## src/rtl/rfsh_pkg.sv

```systemverilog
package rfsh_pkg;

  typedef enum logic [3:0] {
    S_PWRUP, S_RF_SETUP, S_RF_ACT, S_RF_PRE,
    S_RD_SETUP, S_RD_ACT, S_RD_PRE,
    S_IDLE, S_GRANT,
    S_SR_SETUP, S_SR_HOLD, S_SR_EXIT
  } seqStateT;

  typedef enum logic [2:0] {
    W_PWRUP, W_SETUP, W_ACT, W_CHAIN, W_LONE, W_SREXIT
  } waitSelT;

  // control -> datapath strobes
  typedef struct packed {
    logic    load;        // reload phase counter
    waitSelT waitSel;     // which phase length to load
    logic    decBacklog;  // one owed refresh issued
    logic    clrBacklog;  // forget debt, restart timer
    logic    timerRun;    // interval timer counts
    logic    incInitRef;  // start-up refresh issued
    logic    incRead;     // advance to second start-up read
    logic    setReady;    // start-up complete
  } seqStrobeT;

  function automatic int ns2cyc(int ns, int clkNs);
    int c;
    c = (ns + clkNs - 1) / clkNs;
    return (c < 1) ? 1 : c;
  endfunction

  function automatic int maxOf(int a, int b);
    return (a > b) ? a : b;
  endfunction

endpackage

```

## src/rtl/rfsh_ctrl.sv

```systemverilog
module rfsh_ctrl
  import rfsh_pkg::*;
(
  input  logic      clk,
  input  logic      rstN,
  input  logic      accReq,
  input  logic      srReq,
  input  logic      waitDone,
  input  logic      backlogNZ,
  input  logic      moreRef,
  input  logic      readIdx,
  input  logic      ready,
  output seqStrobeT stb,
  output logic      accGrant,
  output logic      reN,
  output logic      refN,
  output logic      wrRd,
  output logic      weN,
  output logic      calN,
  output logic      selN
);

  seqStateT state, nextState;
  logic     chainRef;

  always_ff @(posedge clk) begin
    if (!rstN) begin
      state    <= S_PWRUP;
      chainRef <= 1'b0;
    end else begin
      state <= nextState;
      if (state == S_RF_ACT && nextState == S_RF_PRE) chainRef <= moreRef;
    end
  end

  always_comb begin
    nextState = state;
    unique case (state)
      S_PWRUP:    if (waitDone) nextState = S_RF_SETUP;
      S_RF_SETUP: if (waitDone) nextState = S_RF_ACT;
      S_RF_ACT:   if (waitDone) nextState = S_RF_PRE;
      S_RF_PRE:   if (waitDone) nextState = chainRef ? S_RF_SETUP :
                                            (ready ? S_IDLE : S_RD_SETUP);
      S_RD_SETUP: if (waitDone) nextState = S_RD_ACT;
      S_RD_ACT:   if (waitDone) nextState = S_RD_PRE;
      S_RD_PRE:   if (waitDone) nextState = readIdx ? S_IDLE : S_RD_SETUP;
      S_IDLE: begin
        if (backlogNZ)   nextState = S_RF_SETUP;
        else if (srReq)  nextState = S_SR_SETUP;
        else if (accReq) nextState = S_GRANT;
      end
      S_GRANT:    if (!accReq) nextState = S_IDLE;
      S_SR_SETUP: if (waitDone) nextState = S_SR_HOLD;
      S_SR_HOLD:  if (!srReq) nextState = S_SR_EXIT;
      S_SR_EXIT:  if (waitDone) nextState = S_RF_SETUP;
      default:    nextState = S_PWRUP;
    endcase
  end

  always_comb begin
    stb.load    = (nextState != state);
    stb.waitSel = W_SETUP;
    unique case (nextState)
      S_RF_ACT, S_RD_ACT: stb.waitSel = W_ACT;
      S_RF_PRE:           stb.waitSel = moreRef ? W_CHAIN : W_LONE;
      S_RD_PRE:           stb.waitSel = W_LONE;
      S_SR_EXIT:          stb.waitSel = W_SREXIT;
      default:            stb.waitSel = W_SETUP;
    endcase
    stb.decBacklog = (state == S_RF_SETUP) && (nextState == S_RF_ACT) && ready;
    stb.incInitRef = (state == S_RF_SETUP) && (nextState == S_RF_ACT) && !ready;
    stb.incRead    = (state == S_RD_PRE) && (nextState == S_RD_SETUP);
    stb.setReady   = (state == S_RD_PRE) && (nextState == S_IDLE);
    stb.clrBacklog = (state == S_SR_SETUP) && (nextState == S_SR_HOLD);
    stb.timerRun   = ready && (state != S_SR_SETUP) && (state != S_SR_HOLD)
                     && (state != S_SR_EXIT);
  end

  // pin levels decoded from the registered state
  always_comb begin
    reN = 1'b1; refN = 1'b1; wrRd = 1'b0; weN = 1'b1; calN = 1'b1; selN = 1'b1;
    accGrant = 1'b0;
    unique case (state)
      S_RF_SETUP: refN = 1'b0;
      S_RF_ACT:   begin refN = 1'b0; reN = 1'b0; end
      S_RD_SETUP: selN = 1'b0;
      S_RD_ACT:   begin selN = 1'b0; reN = 1'b0; end
      S_SR_SETUP: begin wrRd = 1'b1; calN = 1'b0; end
      S_SR_HOLD:  begin wrRd = 1'b1; calN = 1'b0; reN = 1'b0; end
      S_GRANT:    accGrant = 1'b1;
      default:    ;
    endcase
  end

endmodule

```

## src/rtl/rfsh_dpath.sv

```systemverilog
module rfsh_dpath
  import rfsh_pkg::*;
#(
  parameter int N_PWRUP     = 15,
  parameter int N_SETUP     = 1,
  parameter int N_RE        = 2,
  parameter int N_CHAIN     = 2,
  parameter int N_LONE      = 2,
  parameter int N_SREXIT    = 5,
  parameter int N_INTV      = 3125,
  parameter int BACKLOG_MAX = 8,
  parameter int INIT_REFS   = 8,
  parameter int ROW_W       = 11,
  parameter int INIT_ROW_A  = 0,
  parameter int INIT_ROW_B  = 1
) (
  input  logic             clk,
  input  logic             rstN,
  input  seqStrobeT        stb,
  output logic             waitDone,
  output logic             backlogNZ,
  output logic             moreRef,
  output logic             readIdx,
  output logic             ready,
  output logic [ROW_W-1:0] rowAddr
);

  localparam int N_MAX = maxOf(maxOf(maxOf(N_PWRUP, N_SETUP), maxOf(N_RE, N_CHAIN)),
                               maxOf(N_LONE, N_SREXIT));
  localparam int CNT_W = $clog2(N_MAX + 1);
  localparam int TMR_W = $clog2(N_INTV + 1);
  localparam int BL_W  = $clog2(BACKLOG_MAX + 1);
  localparam int IR_W  = $clog2(INIT_REFS + 1);

  logic [CNT_W-1:0] waitCnt, loadVal;
  logic [TMR_W-1:0] tmr;
  logic [BL_W-1:0]  backlog;
  logic [IR_W-1:0]  initRefCnt;
  logic             tick, incBl, decBl;

  always_comb begin
    unique case (stb.waitSel)
      W_PWRUP:  loadVal = CNT_W'(N_PWRUP - 1);
      W_ACT:    loadVal = CNT_W'(N_RE - 1);
      W_CHAIN:  loadVal = CNT_W'(N_CHAIN - 1);
      W_LONE:   loadVal = CNT_W'(N_LONE - 1);
      W_SREXIT: loadVal = CNT_W'(N_SREXIT - 1);
      default:  loadVal = CNT_W'(N_SETUP - 1);
    endcase
  end

  always_ff @(posedge clk) begin
    if (!rstN)               waitCnt <= CNT_W'(N_PWRUP - 1);
    else if (stb.load)       waitCnt <= loadVal;
    else if (waitCnt != '0)  waitCnt <= waitCnt - 1'b1;
  end
  assign waitDone = (waitCnt == '0);

  // refresh interval timer and owed-refresh count
  assign tick  = stb.timerRun && (tmr == TMR_W'(N_INTV - 1));
  assign decBl = stb.decBacklog && (backlog != '0);
  assign incBl = tick && ((backlog != BL_W'(BACKLOG_MAX)) || decBl);

  always_ff @(posedge clk) begin
    if (!rstN || stb.clrBacklog) begin
      tmr     <= '0;
      backlog <= '0;
    end else begin
      if (stb.timerRun) tmr <= tick ? '0 : tmr + 1'b1;
      if (incBl && !decBl)      backlog <= backlog + 1'b1;
      else if (decBl && !incBl) backlog <= backlog - 1'b1;
    end
  end
  assign backlogNZ = (backlog != '0);

  // start-up script progress
  always_ff @(posedge clk) begin
    if (!rstN) begin
      initRefCnt <= '0;
      readIdx    <= 1'b0;
      ready      <= 1'b0;
    end else begin
      if (stb.incInitRef) initRefCnt <= initRefCnt + 1'b1;
      if (stb.incRead)    readIdx    <= 1'b1;
      if (stb.setReady)   ready      <= 1'b1;
    end
  end

  assign moreRef = ready ? backlogNZ : (initRefCnt < IR_W'(INIT_REFS));
  assign rowAddr = readIdx ? ROW_W'(INIT_ROW_B) : ROW_W'(INIT_ROW_A);

endmodule

```

## src/rtl/dram_rfsh_seq.sv

```systemverilog
module dram_rfsh_seq
  import rfsh_pkg::*;
#(
  parameter int CLK_PERIOD_NS   = 20,
  parameter int REF_INTERVAL_NS = 62500,
  parameter int T_RE_NS         = 30,
  parameter int T_RP_CHAIN_NS   = 40,
  parameter int T_RP_LONE_NS    = 25,
  parameter int T_PWRUP_NS      = 300,
  parameter int T_SR_EXIT_NS    = 100,
  parameter int T_MODE_SETUP_NS = 5,
  parameter int BACKLOG_MAX     = 8,
  parameter int INIT_REFS       = 8,
  parameter int ROW_W           = 11,
  parameter int INIT_ROW_A      = 0,
  parameter int INIT_ROW_B      = 1
) (
  input  logic             clk,
  input  logic             rstN,
  input  logic             accReq,
  output logic             accGrant,
  input  logic             srReq,
  output logic             reN,
  output logic             refN,
  output logic             wrRd,
  output logic             weN,
  output logic             calN,
  output logic             selN,
  output logic [ROW_W-1:0] rowAddr,
  output logic             ready
);

  localparam int N_RE     = ns2cyc(T_RE_NS, CLK_PERIOD_NS);
  localparam int N_CHAIN  = ns2cyc(T_RP_CHAIN_NS, CLK_PERIOD_NS);
  localparam int N_LONE   = ns2cyc(T_RP_LONE_NS, CLK_PERIOD_NS);
  localparam int N_PWRUP  = ns2cyc(T_PWRUP_NS, CLK_PERIOD_NS);
  localparam int N_SREXIT = ns2cyc(T_SR_EXIT_NS, CLK_PERIOD_NS);
  localparam int N_SETUP  = ns2cyc(T_MODE_SETUP_NS, CLK_PERIOD_NS);
  localparam int N_INTV   = maxOf(2, ns2cyc(REF_INTERVAL_NS, CLK_PERIOD_NS));

  seqStrobeT stb;
  logic      waitDone, backlogNZ, moreRef, readIdx;

  rfsh_ctrl ctrl_i (
    .clk(clk), .rstN(rstN), .accReq(accReq), .srReq(srReq),
    .waitDone(waitDone), .backlogNZ(backlogNZ), .moreRef(moreRef),
    .readIdx(readIdx), .ready(ready), .stb(stb), .accGrant(accGrant),
    .reN(reN), .refN(refN), .wrRd(wrRd), .weN(weN), .calN(calN), .selN(selN)
  );

  rfsh_dpath #(
    .N_PWRUP(N_PWRUP), .N_SETUP(N_SETUP), .N_RE(N_RE), .N_CHAIN(N_CHAIN),
    .N_LONE(N_LONE), .N_SREXIT(N_SREXIT), .N_INTV(N_INTV),
    .BACKLOG_MAX(BACKLOG_MAX), .INIT_REFS(INIT_REFS), .ROW_W(ROW_W),
    .INIT_ROW_A(INIT_ROW_A), .INIT_ROW_B(INIT_ROW_B)
  ) dpath_i (
    .clk(clk), .rstN(rstN), .stb(stb), .waitDone(waitDone),
    .backlogNZ(backlogNZ), .moreRef(moreRef), .readIdx(readIdx),
    .ready(ready), .rowAddr(rowAddr)
  );

endmodule

```

## config.mk

```make
export PLATFORM = sky130hd
export DESIGN_NAME = dram_rfsh_seq
export DESIGN_NICKNAME = d
export VERILOG_FILES = /design/src/rtl/rfsh_pkg.sv /design/src/rtl/rfsh_ctrl.sv /design/src/rtl/rfsh_dpath.sv /design/src/rtl/dram_rfsh_seq.sv
export SDC_FILE = /design/constraint.sdc
export NUM_CORES = 1
export LEC_CHECK = 0
export ABC_AREA = 1
export BUFFER_PORTS_ARGS = -buffer_cell sky130_fd_sc_hd__buf_2
export CAP_MARGIN = 20
export CORE_MARGIN = 1.5
export CORE_UTILIZATION = 50
export CTS_CLUSTER_SIZE = 28
export DETAILED_ROUTE_END_ITERATION = 16
export GPL_ROUTABILITY_DRIVEN = 0
export GPL_TIMING_DRIVEN = 1
export PLACE_DENSITY = 0.77
export SYNTH_ARGS = -nofsm -noshare
export SYNTH_HDL_FRONTEND = slang
export SYNTH_HIERARCHICAL = 1
export SYNTH_SLANG_ARGS = --single-unit
```

## constraint.sdc

```tcl
create_clock -name clk -period 3.6 [get_ports clk]
set_input_delay 0.36 -clock clk [delete_from_list [all_inputs] [get_ports clk]]
set_output_delay 0.36 -clock clk [all_outputs]
set_load 0.02 [all_outputs]
```

==> reports/metrics.yaml <==
run_status:
  outcome: "finished clean"
timing:
  slew_violations: 0
  rsz0062_at_grt: "false"
  period_share: 0.836
  tns_ns: 0
  max_freq_mhz: 332
  setup_viol: 0
  fin_skew_ns: 0.00639
  fin_crit_ns: 3.01
  hold_viol_final: 0
clock_tree:
  htree_levels: 2
  clock_latency_ns: 0.29
  postCtsSetupBuffers: 0
  postCtsHoldBufs: 0
  cts_root_buf: "clkbuf_8"
  cts_buffers: 5
  cts.clk_slew.worst_paths_ns: 0.07
  cts.sinks: 31
  ctsResizeCount: 0
  clock_path_buffers: 2
  cts_tree: "done"
synthesis:
  yosysWarnings: 6
  synth-async-reset-ratio: 0
  synth.most_common_cell: "nand2_1"
  synth_cells: 367
  synthTopCellsByArea: "dfxtp_1 (26%), nand2_1 (13%), nor2_1 (8.5%), inv_1 (8.2%), buf_4 (4.5%)"
  syn_area_per_cell_um2: 6.39
  synth_seq_cells: 31
  synth.largest_area_cell: "dfxtp_1"
  synth.distinct_cells: 35
  synth_flop_cell: "dfxtp_1"
  synth_edf_count: 0
  synth_seq_area_share: 0.265
  synthesis.area_um2: 2340
  synth_top_cell_area_share: 0.265
  yosys-top-cells-count: "nand2_1 (83), nor2_1 (53), inv_1 (51)"
power_and_ir_drop:
  ir_drop_uv: 203
  power.leakage_nw: 1.18
  total_power_uw: 993
  p_per_area_nw_per_um2: 402
critical_path:
  startpoint_type: "register"
  reg2reg_from: "dpath_i/waitCnt[1]"
  worst-path-buf-inv: 3
  path_max_fanout: 10
  r2r_end: "dpath_i/backlog[3]"
  critical_path_class: "reg -> reg"
  crit_arrival_ns: 3.23
  max_stage_delay_ns: 0.31
  crit_chain: "inv_1 > ha_1 > nand2_1 > nor2_2 > nor2_1 > nor2_1 > inv_1 > nor2_1 > nor2_1 > a21oi_1 > ha_1 > inv_1 > ha_1 > or2_2 > nand2_1 > nand2_1 > nand2_1 > nand2_1 > a21oi_1"
  worst_r2r_path_depth: 19
  crit_slowest_cell: "nor2_2"
  cp.required_ns: 3.82
  crit_path_start: "dpath_i/waitCnt[1]"
  crit_path_end: "dpath_i/backlog[3]"
  r2r_slack_ns: 0.59
  endpoint_kind: "register"
  critPathTopFamily: "simple AND/OR/NAND/NOR gates"
  cp_num_cells: 19
  crit_top_cell: "nand2_1"
global_routing:
  antenna_found_initial: 0
  grt_overflow: 0
  grt_pass1_vias: 2029
  grt_pass1_wl_um: 8630
  grtUsageTotal: 0.210
  grt_max_degree: 13
die:
  coreArea_um2: 4440
  start_util: 0.528
  io_pins: 23
  core.rowCount: 24
  die_width_um: 71.5
  die_area_um2: 5110
  die_y_um: 71.5
flow_run:
  max-cap-violations: 0
placement:
  dp_hpwl_um: 3830
  portBuffers: 11
finish:
  n_antenna_cell: 0
  drive_above_1_share: 0.163
  fin_nets: 392
  synthToLayoutAreaGrowth_pct: 5.34
routing:
  wl_per_cell_um: 11.1
  num_vias: 2170
  drt_iter0_markers: 229
  drc: 0
  final_antenna_net_count: 0
  drt-total-wl_um: 4810
  firstDrtPassIters: 4
  via_per_inst: 5.02
hold_path:
  hp-class: "in -> reg"
  hold_path.startpoint: "rstN"
power by group:
| group | switching, mW | internal (mW) |
|---|---|---|
| Sequential | 0.0251 | 0.368 |
| Combinational | 0.229 | 0.110 |
| Clock | 0.125 | 0.135 |
| Total | 0.379 | 0.613 |
registers in the layout (all words and copies together), names as in the netlist:
name and cells:
dpath_i/tmr 12, ctrl_i/state 4, dpath_i/backlog 4, dpath_i/initRefCnt 4, dpath_i/waitCnt 4, ctrl_i/chainRef 1
dpath_i/readIdx 1, dpath_i/ready 1
layout by cell type (no fill, tap or decap), types with 4 or more instances in the layout:
cell,synthesis,layout
a21oi_1,12,12
buf_2,1,11
clkbuf_8,0,5
conb_1,2,11
dfxtp_1,31,31
ha_1,8,8
inv_1,51,51
inv_2,8,8
nand2_1,83,83
nand2_2,14,14
nand3_1,16,16
nand4_1,4,4
nor2_1,53,53
nor2_2,5,5
nor2_4,9,9
nor3_1,7,7
o211ai_1,4,4
o21ai_0,17,17
xor2_1,4,4
area by class of cell:
type	instances	area, um2
fillers	446	1970
clock inverters	1	5.00
flip-flops and latches	31	621
clock buffers	7	76.3
well taps	52	65.1
inverters	60	228
multi-input cells	270	1420
repair buffers	11	55.1
worst min path at each step:
| stage | endpoint | cells after the start | slack (ns) |
|---|---|---|---|
| final | dpath_i/waitCnt[3] | 2 | 0.39 |
| after global routing | dpath_i/waitCnt[3] | 2 | 0.40 |
| after CTS | dpath_i/waitCnt[3] | 2 | 0.38 |
| after detailed placement | ctrl_i/chainRef | 2 | 0.48 |
| after global placement | dpath_i/backlog[3] | 2 | 0.48 |
| after floorplan | ctrl_i/chainRef | 2 | 0.45 |
through the flow:
stage | utilization | setup slack, ns | std cells | hold slack (ns) | instance area (um2)
final | 0.556 | 0.591 | 432 | 0.389 | 2470
after global routing | 0.556 | 0.227 | 432 | 0.402 | 2470
after CTS | 0.556 | 0.596 | 432 | 0.383 | 2470
after detailed placement | 0.537 | 0.606 | 424 | 0.475 | 2390
after global placement | 0.537 | 0.732 | 424 | 0.476 | 2390
after floorplan | - | 0.924 | 376 | 0.450 | 2380
logic make-up (layout without fill, tap and decap cells):
logic type	count (synthesis)	after routing	share of synthesized area
simple gates	199	199	0.406
buf+inv	75	79	0.144
compound gates	46	46	0.113
flops	31	31	0.265
fa+ha+maj	9	9	0.0512
xor+xnor	5	5	0.0187
other cells	2	11	0.00320
metal layers:
layer  part of all wire  vias to the layer above  GRT usage
met5                  0                        -          0
met4              0.015                        0     0.0734
met3              0.056                        7     0.0534
met2               0.47                       53      0.347
met1               0.45                      961      0.268
li1                   -                     1149          -
Power figures use the tool's default switching activity.
